--- config.mk ---
export PLATFORM = sky130hd
export DESIGN_NAME = td_status_update
export DESIGN_NICKNAME = d
export VERILOG_FILES = /design/src/rtl/td_status_pkg.sv /design/src/rtl/td_outcome_decode.sv /design/src/rtl/td_errcnt_step.sv /design/src/rtl/td_status_next.sv /design/src/rtl/td_status_update.sv
export SDC_FILE = /design/constraint.sdc
export NUM_CORES = 1
export LEC_CHECK = 0
export BUFFER_PORTS_ARGS = -buffer_cell sky130_fd_sc_hd__buf_2
export CAP_MARGIN = 25
export CORE_MARGIN = 2
export CORE_UTILIZATION = 47
export DETAILED_ROUTE_END_ITERATION = 10
export PLACE_DENSITY = 0.81
export SETUP_SLACK_MARGIN = 0.02
export SYNTH_ARGS = -nofsm -noshare
export SYNTH_HDL_FRONTEND = slang
export SYNTH_HIERARCHICAL = 1
export SYNTH_SLANG_ARGS = --single-unit
--- constraint.sdc ---
create_clock -name clk -period 4.85 [get_ports clk]
set_input_delay 0.2425 -clock clk [delete_from_list [all_inputs] [get_ports clk]]
set_output_delay 0.2425 -clock clk [all_outputs]
set_load 0.02 [all_outputs]
--- src/rtl/td_status_pkg.sv ---
// Package: shared status-bit positions, outcome codes and decoded event type
// for the transfer descriptor status updater.
// Assumes an 8-bit status byte; positions are fixed because downstream
// descriptor logic decodes them.
package td_status_pkg;

    localparam int ST_W     = 8;
    localparam int ST_ACT   = 7;
    localparam int ST_HALT  = 6;
    localparam int ST_DBE   = 5;
    localparam int ST_BAB   = 4;
    localparam int ST_XERR  = 3;
    localparam int ST_MISS  = 2;
    localparam int ST_SPLIT = 1;
    localparam int ST_PERR  = 0;

    localparam int OC_ACK   = 0;
    localparam int OC_NAK   = 1;
    localparam int OC_NYET  = 2;
    localparam int OC_STALL = 3;
    localparam int OC_BAB   = 4;
    localparam int OC_OVR   = 5;
    localparam int OC_UDR   = 6;
    localparam int OC_XERR  = 7;
    localparam int OC_MISS  = 8;
    localparam int OC_SERR  = 9;
    localparam int OUTC_W   = 10;

    localparam logic [1:0] SPD_HIGH = 2'b10;

    typedef struct packed {
        logic ack;
        logic nak;
        logic nyet;
        logic stall;
        logic babble;
        logic overrun;
        logic underrun;
        logic xerr;
        logic missed;
        logic split_err;
    } td_evt_t;

endpackage

--- src/rtl/td_outcome_decode.sv ---
// Module: splits the one-hot outcome vector into named events and reports
// whether exactly one outcome bit is set.
// Assumes the outcome bit order defined in td_status_pkg.
module td_outcome_decode
    import td_status_pkg::*;
(
    input  logic [OUTC_W-1:0] outcome,
    output td_evt_t           evt,
    output logic              legal
);

    localparam int CW = $clog2(OUTC_W + 1);

    logic [CW-1:0] ones;

    // Population count of the outcome vector.
    always_comb begin
        ones = '0;
        for (int i = 0; i < OUTC_W; i++) begin
            ones = ones + CW'(outcome[i]);
        end
    end

    // Legal only if exactly one outcome is flagged.
    assign legal = (ones == CW'(1));

    // Map each outcome bit onto its named event.
    always_comb begin
        evt.ack       = outcome[OC_ACK];
        evt.nak       = outcome[OC_NAK];
        evt.nyet      = outcome[OC_NYET];
        evt.stall     = outcome[OC_STALL];
        evt.babble    = outcome[OC_BAB];
        evt.overrun   = outcome[OC_OVR];
        evt.underrun  = outcome[OC_UDR];
        evt.xerr      = outcome[OC_XERR];
        evt.missed    = outcome[OC_MISS];
        evt.split_err = outcome[OC_SERR];
    end

endmodule

--- src/rtl/td_errcnt_step.sv ---
// Module: retry counter step. Decrements on an enabled error unless the
// counter is zero, which stands for unlimited retries.
// Assumes the caller gates en with a legal, active update.
module td_errcnt_step #(
    parameter int CNT_W = 2
) (
    input  logic             en,
    input  logic [CNT_W-1:0] cnt_in,
    output logic [CNT_W-1:0] cnt_out,
    output logic             exhausted
);

    logic nonzero;

    // Zero on entry means "never count down".
    assign nonzero = |cnt_in;

    // Next counter value and the exhaustion flag that triggers halt.
    always_comb begin
        cnt_out   = cnt_in;
        exhausted = 1'b0;
        if (en && nonzero) begin
            cnt_out   = cnt_in - CNT_W'(1);
            exhausted = (cnt_in == CNT_W'(1));
        end
    end

endmodule

--- src/rtl/td_status_next.sv ---
// Module: combinational next-state of the descriptor status byte.
// Assumes evt is one-hot whenever apply is high; with apply low the byte
// passes through untouched.
module td_status_next
    import td_status_pkg::*;
(
    input  logic            apply,
    input  td_evt_t         evt,
    input  logic [ST_W-1:0] st_in,
    input  logic [1:0]      ep_speed,
    input  logic            dir_out,
    input  logic            periodic,
    input  logic            cnt_exhausted,
    output logic [ST_W-1:0] st_out,
    output logic            halt,
    output logic            force_tmo
);

    logic is_hs;
    logic split_sched;
    logic fatal;

    // Speed class and split-scheduling qualifiers.
    assign is_hs       = (ep_speed == SPD_HIGH);
    assign split_sched = !is_hs && periodic;

    // Any of these ends the descriptor.
    assign fatal = apply && (evt.babble || evt.stall || cnt_exhausted);

    // Status byte update: sticky flags, protocol state bits, halt.
    always_comb begin
        st_out = st_in;
        if (apply) begin
            if (evt.babble) st_out[ST_BAB] = 1'b1;
            if (evt.overrun || evt.underrun) st_out[ST_DBE] = 1'b1;
            if (evt.xerr) st_out[ST_XERR] = 1'b1;
            if (evt.missed && split_sched) st_out[ST_MISS] = 1'b1;
            if (evt.split_err && split_sched) st_out[ST_PERR] = 1'b1;
            if (evt.ack) begin
                if (is_hs) begin
                    if (dir_out && st_in[ST_PERR]) st_out[ST_PERR] = 1'b0;
                end else begin
                    st_out[ST_SPLIT] = !st_in[ST_SPLIT];
                end
            end
            if ((evt.nak || evt.nyet) && is_hs && dir_out) st_out[ST_PERR] = 1'b1;
        end
        if (fatal) begin
            st_out[ST_HALT] = 1'b1;
            st_out[ST_ACT]  = 1'b0;
        end
    end

    // Side-band results for the bus and schedule engine.
    assign halt      = fatal;
    assign force_tmo = apply && evt.overrun;

endmodule

--- src/rtl/td_status_update.sv ---
// Module: top of the descriptor status updater. Decodes the outcome, steps
// the retry counter, computes the new status byte and registers all results.
// Assumes one update per upd_valid pulse; results follow one clock later.
module td_status_update
    import td_status_pkg::*;
#(
    parameter int CNT_W = 2
) (
    input  logic              clk,
    input  logic              rst_n,
    input  logic              upd_valid,
    input  logic [ST_W-1:0]   cur_status,
    input  logic [CNT_W-1:0]  cur_errcnt,
    input  logic [1:0]        ep_speed,
    input  logic              dir_out,
    input  logic              periodic,
    input  logic [OUTC_W-1:0] outcome,
    output logic              out_valid,
    output logic [ST_W-1:0]   out_status,
    output logic [CNT_W-1:0]  out_errcnt,
    output logic              out_halt,
    output logic              out_force_tmo
);

    td_evt_t          evt;
    logic             legal;
    logic             apply;
    logic [CNT_W-1:0] cnt_nxt;
    logic             exhausted;
    logic [ST_W-1:0]  st_nxt;
    logic             halt_nxt;
    logic             tmo_nxt;

    td_outcome_decode u_dec (
        .outcome (outcome),
        .evt     (evt),
        .legal   (legal)
    );

    // Only legal outcomes on active descriptors change anything.
    assign apply = legal && cur_status[ST_ACT];

    td_errcnt_step #(.CNT_W(CNT_W)) u_cnt (
        .en        (apply && evt.xerr),
        .cnt_in    (cur_errcnt),
        .cnt_out   (cnt_nxt),
        .exhausted (exhausted)
    );

    td_status_next u_next (
        .apply         (apply),
        .evt           (evt),
        .st_in         (cur_status),
        .ep_speed      (ep_speed),
        .dir_out       (dir_out),
        .periodic      (periodic),
        .cnt_exhausted (exhausted),
        .st_out        (st_nxt),
        .halt          (halt_nxt),
        .force_tmo     (tmo_nxt)
    );

    // Output register stage with synchronous active-low reset.
    always_ff @(posedge clk) begin
        if (!rst_n) begin
            out_valid     <= 1'b0;
            out_status    <= '0;
            out_errcnt    <= '0;
            out_halt      <= 1'b0;
            out_force_tmo <= 1'b0;
        end else begin
            out_valid <= upd_valid;
            if (upd_valid) begin
                out_status    <= st_nxt;
                out_errcnt    <= cnt_nxt;
                out_halt      <= halt_nxt;
                out_force_tmo <= tmo_nxt;
            end else begin
                out_halt      <= 1'b0;
                out_force_tmo <= 1'b0;
            end
        end
    end

    AST_VALID_FOLLOWS: assert property (@(posedge clk) disable iff (!rst_n)
        upd_valid |=> out_valid);
    AST_HOLD_IDLE: assert property (@(posedge clk) disable iff (!rst_n)
        !upd_valid |=> $stable(out_status) && $stable(out_errcnt));
    AST_HALT_DROPS_ACTIVE: assert property (@(posedge clk) disable iff (!rst_n)
        out_halt |-> out_status[ST_HALT] && !out_status[ST_ACT]);
    AST_TMO_WITH_DBE: assert property (@(posedge clk) disable iff (!rst_n)
        out_force_tmo |-> out_status[ST_DBE] && !out_halt);
    AST_CNT_NO_RISE: assert property (@(posedge clk) disable iff (!rst_n)
        upd_valid |=> out_errcnt <= $past(cur_errcnt));
    AST_HS_SPLIT_KEEP: assert property (@(posedge clk) disable iff (!rst_n)
        upd_valid && (ep_speed == SPD_HIGH) |=> out_status[ST_SPLIT] == $past(cur_status[ST_SPLIT]));
    AST_STICKY_FLAGS: assert property (@(posedge clk) disable iff (!rst_n)
        upd_valid |=> (out_status[6:2] & $past(cur_status[6:2])) == $past(cur_status[6:2]));
    AST_IDLE_NO_PULSE: assert property (@(posedge clk) disable iff (!rst_n)
        !out_valid |-> !out_halt && !out_force_tmo);

endmodule

==> results.md <==
### Route
* **DR WL/cell** 11.0 um
* **total number of vias** 754
* **iteration-0 DRC count of the detailed router** 8
* **total iterations of the first detailed-routing run** 3
* **total DRC errors in the routed layout** 0
* **routed wire length** 1740 um
* **post-detailed-route count of antenna-violating nets** 0
* **via density per instance** 4.77

### Critical path
* **crit path kind** input port to flip-flop
* **Worst Path Buf+Inv** 4
* **stages on the worst setup path** 18
* **data arrival time at the worst-slack endpoint** 3.96 ns
* **Worst R2R Path Depth** 2
* **capturing element type of the critical path** flip-flop
* **reg-to-reg critical path startpoint** out_errcnt[0]$_SDFFE_PN0P_
* **critical path's most frequent cell** fa_1
* **data required time of the critical path** 5.01 ns
* **CP Max Fanout** 3
* **standard cell with the maximum stage delay on the critical path** fa_1
* **critical path's top delay family** adder cells
* **Crit path largest cell delay** 0.52 ns
* **cell-by-cell trace of the critical path** buf_2, fa_1, fa_1, inv_1, fa_1, inv_1, ha_1, inv_1, fa_1, a2111o_1, a21oi_1, and3_1, nor2b_4, and2_2, o31ai_2, and2_1, mux2i_1, nor2b_1
* **startpoint type of the worst setup path** input port
* **start point of the critical path** outcome[5]

### Floorplan
* **full die area** 2500 um2
* **core footprint** 1980 um2
* **number of primary I/O pins** 40
* **floorplan row count** 16
* **Initial Utilization** 50.2%
* **die outline height** 50.0 um
* **Horiz. Die Dim** 50.0 um

### Global routing
* **global-route wire length before repair** 2990 um
* **remaining global-route overflow** 0
* **global-route usage over all layers** 15.7%
* **vias in the first global route** 742
* **largest net degree at the start of global routing** 14
* **antenna violations before repair** 0

### STA
* **maximum achievable frequency** 0.264 GHz
* **final setup violation count** 0
* **clk_skew** 0 ns
* **unrepaired setup endpoints after global routing** no
* **post-layout minimum cycle time** 3.79 ns
* **accumulated negative setup slack** 0 ns
* **final setup slack of the worst path** 1.06 ns
* **number of pins with negative max-slew slack in the final report** 0
* **ratio of final minimum period to clock period** 78.2%
* **Final Hold Vio Count** 0
* **transition time at the pin with the least slew margin** 0.347 ns
* **relative slew slack** 76.9%

### Synthesis
* **flops & latches, synth** 13
* **complex-gate fraction of the synthesized area** 8.05%
* **Adder-Cell Fraction of Synth Area** 17.1%
* **synthesized-area fraction occupied by and/or/nand/nor cells** 18.7%
* **main combinational cell family by area after synthesis** simple AND/OR/NAND/NOR gates
* **number of cells produced by synthesis** 102
* **synthesized net count** 139
* **xor and xnor area share after synthesis** 1.76%
* **area share of the leading cell type in the synthesized netlist** 26.2%
* **Yosys cell types** 30
* **cell area after synthesis** 995 um2
* **number of warnings issued by yosys** 6
* **main area contributors after synthesis** dfxtp_1, fa_1, mux2i_1
* **share of synthesized area occupied by flip-flops and latches** 26.2%
* **cell taking the most area after synthesis** dfxtp_1
* **post-synthesis mux area share** 11.1%
* **Post-Syn Area per Cell** 9.75 um2

### Placement
* **worst slack, placed** 0.752 ns
* **buffers added on ports** 39
* **number of placed cells counting well taps** 154
* **HPWL after DPL** 1490 um
* **GP Congestion** 0.717

### Layout
* **synthesis-to-finish area growth** 13.5%
* **fin nets** 169
* **share of cells above drive strength 1** 37.4%
* **filler-free cell count of the finished design** 158
* **Ant. Diodes** 0

### Pwr
* **power density relative to cell area** 265 nW/um2
* **static leakage power** 0.600 nW
* **worst ir drop on vdd** 0.209 mV

### Clock tree
* **clock buffer depth** 2
* **post-CTS sizing** 0
* **CTS Hold Buffers Added** 0
* **number of clock sinks** 13
* **post-CTS clock slew at the launch and capture registers of the worst setup and hold paths** 0.07 ns
* **Post-CTS Setup Repair Bufs** 0
* **number of H-tree levels** 1
* **Inserted Clock Buffers** 3
* **worst skew pair latency** 0.27 ns
* **Clock Tree Root** clkbuf_4
* **CTS tree** built

### Hold path
* **Worst Min Path Start** rst_n
* **worst hold-check path type** input port to flip-flop
* **number of cells on the worst hold path** 2

### Outcome
* **outcome** finished, final reports clean

### Job
* **max-cap violations** 0

==> sequential cells by signal, summed over array words and instances, names as in the netlist <==
register / count
out_halt: 1
out_valid: 1
out_force_tmo: 1
out_errcnt: 2
out_status: 8
==> cell usage after synthesis, drive strengths merged <==
cell type and instances:
ha 4, nand3 1, buf 13, fa 6, nand4 1, dfxtp 13, clkbuf 1, a41o 1
nand2 3, and2 5, a2111o 1, mux2i 11, xnor2 2, o21ai 3, and3 3, o31ai 1
a21o 2, inv 13, or2 1, nand3b 1, nand2b 3, nor2b 11, o211ai 1, a21oi 1
==> path summary, 6_finish.rpt <==
| check | to | slack [ns] |
|---|---|---|
| min | out_status[4]$_SDFFE_PN0P_ | 0.32 |
| max | out_status[7]$_SDFFE_PN0P_ | 1.06 |
| min reg2reg | out_status[1]$_SDFFE_PN0P_ | 0.51 |
| max reg2reg | out_errcnt[0]$_SDFFE_PN0P_ | 4.23 |
==> cell type report <==
| class | instances | area [um2] |
|---|---|---|
| Clock buffer | 4 | 26.3 |
| Tap cell | 27 | 33.8 |
| Inverter | 13 | 48.8 |
| Sequential cell | 13 | 260 |
| Multi-Input combinational cell | 62 | 564 |
| Fill cell | 198 | 853 |
| Timing Repair Buffer | 39 | 195 |
==> placed cells by master, fill, tap and decap left out, drive strengths merged <==
master / Yosys / final
ha: 4 / 4
buf: 13 / 39
nor2b: 11 / 11
nand3: 1 / 1
nand4: 1 / 1
xnor2: 2 / 2
mux2i: 11 / 11
a2111o: 1 / 1
o31ai: 1 / 1
clkbuf: 1 / 4
inv: 13 / 13
fa: 6 / 6
a21o: 2 / 2
or2: 1 / 1
and3: 3 / 3
o211ai: 1 / 1
o21ai: 3 / 3
nand2: 3 / 3
nand2b: 3 / 3
and2: 5 / 5
dfxtp: 13 / 13
a21oi: 1 / 1
a41o: 1 / 1
nand3b: 1 / 1
==> kinds of logic (layout without fill, tap and decap cells) <==
logic type / after synthesis / after routing
compound gates: 10 / 10
xor+xnor: 2 / 2
fa+ha+maj: 10 / 10
buf+inv: 27 / 56
flops: 13 / 13
mux: 11 / 11
simple gates: 29 / 29
==> routing by layer <==
metal | track usage, % | share of wire, % | up-vias
li1 | - | - | 375
met1 | 16.4 | 39 | 351
met2 | 30.7 | 52 | 28
met3 | 5.15 | 8.4 | 0
met4 | 1.39 | 0 | 0
met5 | 0 | 0 | -
==> per-stage QoR <==
stage	area, um2	utilization [%]	hold WS [ns]	power [W]
floorplan	995	-	0.371	0.000216
global placement	1100	55.6	0.491	0.000234
detailed placement	1100	55.6	0.499	0.000240
CTS	1130	56.9	0.314	0.000305
global route	1130	56.9	0.321	0.000324
finish	1130	56.9	0.322	0.000299
==> where the power goes <==
part | leakage (nW) | switching, W | internal [W] | total, W
Sequential | 0.107 | 0.00000317 | 0.000114 | 0.000117
Clock | 0.0150 | 0.0000319 | 0.0000318 | 0.0000637
Combinational | 0.478 | 0.0000642 | 0.0000538 | 0.000118
Total | 0.600 | 0.0000992 | 0.000200 | 0.000299
Note: power is estimated with default switching activity, not from simulation.
